**src/rtl/fser_pkg.sv**
```systemverilog
package fser_pkg;

    typedef enum logic [1:0] {
        ST_WAIT = 2'd0,
        ST_MARK = 2'd1,
        ST_BODY = 2'd2
    } fser_state_e;

endpackage

```
**src/rtl/fser_strobe_sync.sv**
```systemverilog
module fser_strobe_sync #(
    parameter int STAGES = 2
) (
    input  logic clk,
    input  logic rst_n,
    input  logic strobe_async,
    output logic strobe_rise
);

    logic [STAGES-1:0] chain_q;
    logic              last_q;

    generate
        for (genvar s = 0; s < STAGES; s++) begin : g_stage
            if (s == 0) begin : g_first
                always_ff @(posedge clk or negedge rst_n) begin
                    if (!rst_n) chain_q[0] <= 1'b0;
                    else        chain_q[0] <= strobe_async;
                end
            end else begin : g_rest
                always_ff @(posedge clk or negedge rst_n) begin
                    if (!rst_n) chain_q[s] <= 1'b0;
                    else        chain_q[s] <= chain_q[s-1];
                end
            end
        end
    endgenerate

    always_ff @(posedge clk or negedge rst_n) begin
        if (!rst_n) last_q <= 1'b0;
        else        last_q <= chain_q[STAGES-1];
    end

    assign strobe_rise = chain_q[STAGES-1] & ~last_q;

    // an edge pulse lasts a single clock
    p_single_pulse_r6: assert property (@(posedge clk) disable iff (!rst_n)
        strobe_rise |=> !strobe_rise);

endmodule

```
**src/rtl/fser_hold.sv**
```systemverilog
module fser_hold #(
    parameter int PAYLOAD_W = 24
) (
    input  logic                 clk,
    input  logic                 rst_n,
    input  logic                 lock,
    input  logic                 capture,
    input  logic [PAYLOAD_W-1:0] word_d,
    input  logic                 take,
    output logic                 valid,
    output logic [PAYLOAD_W-1:0] word_q,
    output logic                 overflow
);

    logic                 valid_q;
    logic [PAYLOAD_W-1:0] data_q;
    logic                 ovf_q;
    logic                 cap_ok;
    logic                 cap_drop;

    assign cap_ok   = lock && capture && (!valid_q || take);
    assign cap_drop = lock && capture && valid_q && !take;

    always_ff @(posedge clk or negedge rst_n) begin
        if (!rst_n) begin
            valid_q <= 1'b0;
            data_q  <= '0;
        end else if (!lock) begin
            valid_q <= 1'b0;
        end else if (cap_ok) begin
            valid_q <= 1'b1;
            data_q  <= word_d;
        end else if (take) begin
            valid_q <= 1'b0;
        end
    end

    always_ff @(posedge clk or negedge rst_n) begin
        if (!rst_n)        ovf_q <= 1'b0;
        else if (cap_drop) ovf_q <= 1'b1;
    end

    assign valid    = valid_q;
    assign word_q   = data_q;
    assign overflow = ovf_q;

    p_ovf_sticky_r8: assert property (@(posedge clk) disable iff (!rst_n)
        overflow |=> overflow);

    p_drop_keeps_r8: assert property (@(posedge clk) disable iff (!rst_n)
        (lock && capture && valid && !take) |=> (overflow && valid && word_q == $past(word_q)));

    p_unlocked_empty_r2: assert property (@(posedge clk) disable iff (!rst_n)
        !lock |=> !valid);

endmodule

```
**src/rtl/fser_frame_fsm.sv**
```systemverilog
module fser_frame_fsm
    import fser_pkg::*;
#(
    parameter int                PAYLOAD_W = 24,
    parameter int                DATA_W    = 22,
    parameter int                BOUND_W   = 2,
    parameter logic [BOUND_W-1:0] BOUND_PAT = 2'b01
) (
    input  logic                 clk,
    input  logic                 rst_n,
    input  logic                 lock,
    input  logic                 hold_valid,
    input  logic [PAYLOAD_W-1:0] hold_word,
    output logic                 take,
    output logic                 ser_out,
    output logic                 frame_mark
);

    localparam int MAXC  = (PAYLOAD_W > BOUND_W) ? PAYLOAD_W : BOUND_W;
    localparam int CNT_W = $clog2(MAXC);
    localparam logic [CNT_W-1:0] BOUND_LAST = CNT_W'(BOUND_W - 1);
    localparam logic [CNT_W-1:0] BODY_LAST  = CNT_W'(PAYLOAD_W - 1);
    localparam logic [CNT_W-1:0] DATA_TOP   = CNT_W'(DATA_W);

    fser_state_e          state_q, state_n;
    logic [CNT_W-1:0]     cnt_q, cnt_n;
    logic [PAYLOAD_W-1:0] shreg_q;
    logic                 live_q;
    logic                 bound_bit;

    // next-state logic: START, BODY_GO, NEXT, ABORT
    always_comb begin
        state_n = state_q;
        cnt_n   = cnt_q + 1'b1;
        unique case (state_q)
            ST_WAIT: begin
                cnt_n = '0;
                if (lock) state_n = ST_MARK;
            end
            ST_MARK: begin
                if (cnt_q == BOUND_LAST) begin
                    state_n = ST_BODY;
                    cnt_n   = '0;
                end
            end
            ST_BODY: begin
                if (cnt_q == BODY_LAST) begin
                    state_n = ST_MARK;
                    cnt_n   = '0;
                end
            end
            default: begin
                state_n = ST_WAIT;
                cnt_n   = '0;
            end
        endcase
        if (!lock) begin
            state_n = ST_WAIT;
            cnt_n   = '0;
        end
    end

    assign take = (state_n == ST_MARK) && (cnt_n == '0) &&
                  ((state_q == ST_WAIT) || (state_q == ST_BODY));

    // state register
    always_ff @(posedge clk or negedge rst_n) begin
        if (!rst_n) begin
            state_q <= ST_WAIT;
            cnt_q   <= '0;
        end else begin
            state_q <= state_n;
            cnt_q   <= cnt_n;
        end
    end

    // payload shifter, loaded at launch
    always_ff @(posedge clk or negedge rst_n) begin
        if (!rst_n) begin
            shreg_q <= '0;
            live_q  <= 1'b0;
        end else if (take) begin
            shreg_q <= hold_valid ? hold_word : '0;
            live_q  <= hold_valid;
        end else if (state_q == ST_BODY) begin
            shreg_q <= {1'b0, shreg_q[PAYLOAD_W-1:1]};
        end
    end

    always_comb begin
        bound_bit = 1'b0;
        for (int b = 0; b < BOUND_W; b++) begin
            if (cnt_q == CNT_W'(b)) bound_bit = BOUND_PAT[b];
        end
    end

    // output process
    always_comb begin
        ser_out    = 1'b0;
        frame_mark = 1'b0;
        unique case (state_q)
            ST_WAIT: begin
                ser_out    = 1'b0;
                frame_mark = 1'b0;
            end
            ST_MARK: begin
                ser_out    = bound_bit;
                frame_mark = 1'b1;
            end
            ST_BODY: begin
                ser_out    = shreg_q[0];
                frame_mark = 1'b0;
            end
            default: begin
                ser_out    = 1'b0;
                frame_mark = 1'b0;
            end
        endcase
    end

    p_quiet_unlocked_r2: assert property (@(posedge clk) disable iff (!rst_n)
        !lock |=> (!ser_out && !frame_mark));

    p_back_to_back_r3: assert property (@(posedge clk) disable iff (!rst_n)
        (state_q == ST_BODY && cnt_q == BODY_LAST && lock) |=> (frame_mark && cnt_q == '0));

    p_mark_two_r3: assert property (@(posedge clk) disable iff (!rst_n)
        ($rose(frame_mark) && lock) |=> frame_mark);

    p_top_zero_r5: assert property (@(posedge clk) disable iff (!rst_n)
        (state_q == ST_BODY && cnt_q >= DATA_TOP) |-> !ser_out);

    p_pad_zero_r7: assert property (@(posedge clk) disable iff (!rst_n)
        (state_q == ST_BODY && !live_q) |-> !ser_out);

endmodule

```
**src/rtl/framed_word_serializer.sv**
```systemverilog
module framed_word_serializer #(
    parameter int                DATA_W      = 22,
    parameter int                PAYLOAD_W   = 24,
    parameter int                BOUND_W     = 2,
    parameter logic [BOUND_W-1:0] BOUND_PAT   = 2'b01,
    parameter int                SYNC_STAGES = 2
) (
    input  logic              clk,
    input  logic              rst_n,
    input  logic              lock,
    input  logic              strobe,
    input  logic [DATA_W-1:0] word_in,
    output logic              ser_out,
    output logic              frame_mark,
    output logic              overflow
);

    localparam int PAD_W = PAYLOAD_W - DATA_W;

    logic                 rise;
    logic                 take;
    logic                 hold_valid;
    logic [PAYLOAD_W-1:0] hold_word;
    logic [PAYLOAD_W-1:0] wide_word;

    assign wide_word = {{PAD_W{1'b0}}, word_in};

    fser_strobe_sync #(
        .STAGES(SYNC_STAGES)
    ) i_sync (
        .clk         (clk),
        .rst_n       (rst_n),
        .strobe_async(strobe),
        .strobe_rise (rise)
    );

    fser_hold #(
        .PAYLOAD_W(PAYLOAD_W)
    ) i_hold (
        .clk     (clk),
        .rst_n   (rst_n),
        .lock    (lock),
        .capture (rise),
        .word_d  (wide_word),
        .take    (take),
        .valid   (hold_valid),
        .word_q  (hold_word),
        .overflow(overflow)
    );

    fser_frame_fsm #(
        .PAYLOAD_W(PAYLOAD_W),
        .DATA_W   (DATA_W),
        .BOUND_W  (BOUND_W),
        .BOUND_PAT(BOUND_PAT)
    ) i_fsm (
        .clk       (clk),
        .rst_n     (rst_n),
        .lock      (lock),
        .hold_valid(hold_valid),
        .hold_word (hold_word),
        .take      (take),
        .ser_out   (ser_out),
        .frame_mark(frame_mark)
    );

    p_reset_quiet_r1: assert property (@(posedge clk) disable iff (!rst_n)
        (!lock && !$past(lock)) |-> (!ser_out && !frame_mark));

endmodule

```
**config.mk**
```make
export PLATFORM = sky130hd
export DESIGN_NAME = framed_word_serializer
export DESIGN_NICKNAME = d
export VERILOG_FILES = /design/src/rtl/fser_pkg.sv /design/src/rtl/fser_strobe_sync.sv /design/src/rtl/fser_hold.sv /design/src/rtl/fser_frame_fsm.sv /design/src/rtl/framed_word_serializer.sv
export SDC_FILE = /design/constraint.sdc
export NUM_CORES = 1
export LEC_CHECK = 0
export BUFFER_PORTS_ARGS = -buffer_cell sky130_fd_sc_hd__buf_4
export CAP_MARGIN = 10
export CORE_MARGIN = 1
export CORE_UTILIZATION = 43
export CTS_BUF_LIST = sky130_fd_sc_hd__clkbuf_4
export CTS_CLUSTER_SIZE = 20
export DETAILED_ROUTE_END_ITERATION = 12
export HOLD_SLACK_MARGIN = 0.15
export PLACE_DENSITY_LB_ADDON = 0.3
export SLEW_MARGIN = 10
export SYNTH_ARGS = -nofsm -noshare
export SYNTH_HDL_FRONTEND = slang
export SYNTH_SLANG_ARGS = --single-unit
```
**constraint.sdc**
```tcl
create_clock -name clk -period 2.2 [get_ports clk]
set_input_delay 0.11 -clock clk [delete_from_list [all_inputs] [get_ports clk]]
set_output_delay 0.11 -clock clk [all_outputs]
set_load 0.01 [all_outputs]
```
==> results.toml <==
[outcome]
status = "complete, but fails checks"
failed_checks = "setup timing"

[worst_setup_path]
critPathLaunchType = "register"
r2r-end = "i_fsm.shreg_q[4]"
endpoint_kind = "register"
critPathRequiredTime_ps = 2470
path_class = "register to register"
r2r_start = "i_fsm.cnt_q[1]"
crit_fanout = 7
arrival_ps = 2630
r2r_cells = 9
rrSetupSlack_ps = -160

[clocking]
cts_tree = "built"
clk_path_buf_depth = 2
htreeDepth = 2
clock-root-buffer = "clkbuf_4"
numClockSinks = 56
numCtsBuffers = 5
path_clk_slew_ps = 150
clk_latency_ps = 390

[place]
dpl.hpwl_microns = 5110
place_area_sq_um = 3870
port_buffers = 28
place.gp.congestion = 0.753

[logic_synthesis]
synthTopCellsByArea = "dfrtp_1 41%, mux2_2 8.3%, mux2_1 6.0%"
synthCells = 321
synth_area_sq_um = 3380
synth_top_area_share = 0.415
synth_cell_types = 37
ys_ff_latch = 56
yosysMostFrequentCell = "dfrtp_1"
synthArstFlopShare = 1.00
synth-edff-count = 0
synthFlopType = "dfrtp_1"
synth_top_area_cell = "dfrtp_1"
yosys_warnings = 0
yosysSeqAreaShare = 0.415
synth_fp_nets = 354
avgSynthCellArea_sq_um = 10.5
yosys-top-cells-count = "56 x dfrtp_1, 27 x nand3_1, 25 x clkbuf_1, 25 x mux2_2, 23 x a221oi_1"

[sta]
worst_pin_slew_ps = 727
fin_crit_sh = 1.07
fin_crit_ps = 2360
fin_ws_ps = -158
fin_worst_skew_ps = 20.7
rsz0062_at_grt = "yes"
finalSetupViolations = 44
max_clock_freq_ghz = 0.424
hold_viol = 0
fin_tns_setup_ps = -4800
drv_slew = 0
relSlewSlack = 0.516

[drt]
wl_met3_microns = 483
drtAntennaViolNets = 0
drt-initial-drc-count = 191
first_pass_iters = 4
routed.top_layer = "met4"
wl_met2_microns = 4620
drc = 0
detail_route.wirelength_microns = 9220
wl_met1_microns = 4010
vias = 2941
wl_per_cell_microns = 18.6
via_per_inst = 5.94

[cells_and_area]
nets = 428
fin_area_sq_um = 4570
diodes = 0
utilization = 0.616
drive_gt1_frac = 0.354
area_growth_pct = 35.0

[power]
p_per_area_nw_per_um2 = 983
power.total_mw = 4.49
ir_drop_v = 0.000480
power_leakage_nw = 1.91

[grt]
antenna_found_initial = 0
grt_pass1_wl_microns = 14800
grt_max_degree = 57
grt_pass1_vias = 3005
grt-ovfl-total = 0
grt_usage = 0.225

[job]
cap_violations = 0

[die]
core-area_sq_um = 7410
fp.dieArea_sq_um = 8220
rows = 31
dieWidth_microns = 90.7
die_h_microns = 90.7
initial_utilization = 0.456
num_io_pins = 29

[min_path]
min_path_type = "input pin to asynchronous set/reset pin"
[repair_timing]
action,4_1_cts,5_1_grt
hold endpoints to repair,81,0
setup buffers,6,2
resized for setup,33,18
setup endpoints to repair,44,46
pin swaps,6,27
hold buffers,25,0
gates cloned,2,3
[cells by family after synthesis]
family                     share of synthesized area
xor gates and xnor gates                     0.00777
muxes                                          0.143
buffers and inverters                         0.0470
and+or+nand+nor                                0.172
adders and majority gates                     0.0259
AOI/OAI and AO/OA                              0.189
DFF                                            0.415
[area by class of cell]
type | count | area, sq um
well taps | 99 | 124
clock buffers | 6 | 45.0
multi-input cells | 228 | 2000
flip-flops and latches | 56 | 1400
repair buffers | 98 | 933
inverters | 6 | 22.5
fillers | 582 | 2840
clock inverters | 2 | 35.0
[layer usage]
metal  track usage  up-vias
met2         0.387       97
li1              -     1376
met3        0.0345       11
met5             0        -
met4        0.0605        0
met1         0.292     1457
[worst max-delay path by stage]
| stage | depth (start not counted) | endpoint | from | slack [ps] |
|---|---|---|---|---|
| after global routing | 9 | i_fsm.shreg_q[4] | i_fsm.cnt_q[1] | -310 |
| after floorplan | 8 | i_fsm.shreg_q[0] | i_fsm.cnt_q[1] | -200 |
| after global placement | 8 | i_fsm.shreg_q[3] | i_fsm.cnt_q[1] | -140 |
| final | 9 | i_fsm.shreg_q[4] | i_fsm.cnt_q[1] | -160 |
| after detailed placement | 8 | i_fsm.shreg_q[4] | i_fsm.cnt_q[1] | -170 |
| after CTS | 9 | i_fsm.shreg_q[4] | i_fsm.cnt_q[1] | -120 |
[state kept, by name, summed over array words and instances (netlist names)]
register,count
i_fsm.shreg_q,22
i_hold.word_q,22
i_fsm.cnt_q,5
i_fsm.state_q,2
i_sync.chain_q,2
i_hold.overflow,1
i_hold.valid,1
i_sync.last_q,1
[stage by stage]
step / setup WS [ps] / cells / hold WS (ps)
after CTS: -117 / 491 / 319
after floorplan: -203 / 321 / -186
after global placement: -140 / 450 / 219
final: -158 / 495 / 306
after global routing: -307 / 495 / 350
after detailed placement: -171 / 450 / 220
[critical path, stage by stage, from the launching register on]
cell     delay (ps)
dfrtp_1         430
inv_2            90
ha_4            120
or4b_4          510
a21oi_4         180
o22ai_4         100
nor4_4          180
buf_6           180
buf_8           140
mux2_4          300
[cells in the final DEF, fill, tap and decap left out, types with 3 or more instances in the layout]
master	count
and2_1	22
o211ai_1	22
nor3b_1	22
dlygate4sd3_1	25
inv_1	5
mux2_2	21
mux2_4	22
buf_12	4
a221oi_1	22
buf_6	6
nand2_1	5
nor2_1	7
ha_1	5
a21o_1	3
buf_4	59
o31ai_1	22
nand3_1	27
dfrtp_1	55
clkbuf_4	6
[where the power goes]
part           leakage, nW  switching, mW  internal (mW)
clock network       0.0456          0.321          0.251
logic                 1.16           1.05           1.30
registers            0.701          0.189           1.38
total                 1.91           1.56           2.93
No activity file was read; power rests on OpenSTA's default activity.
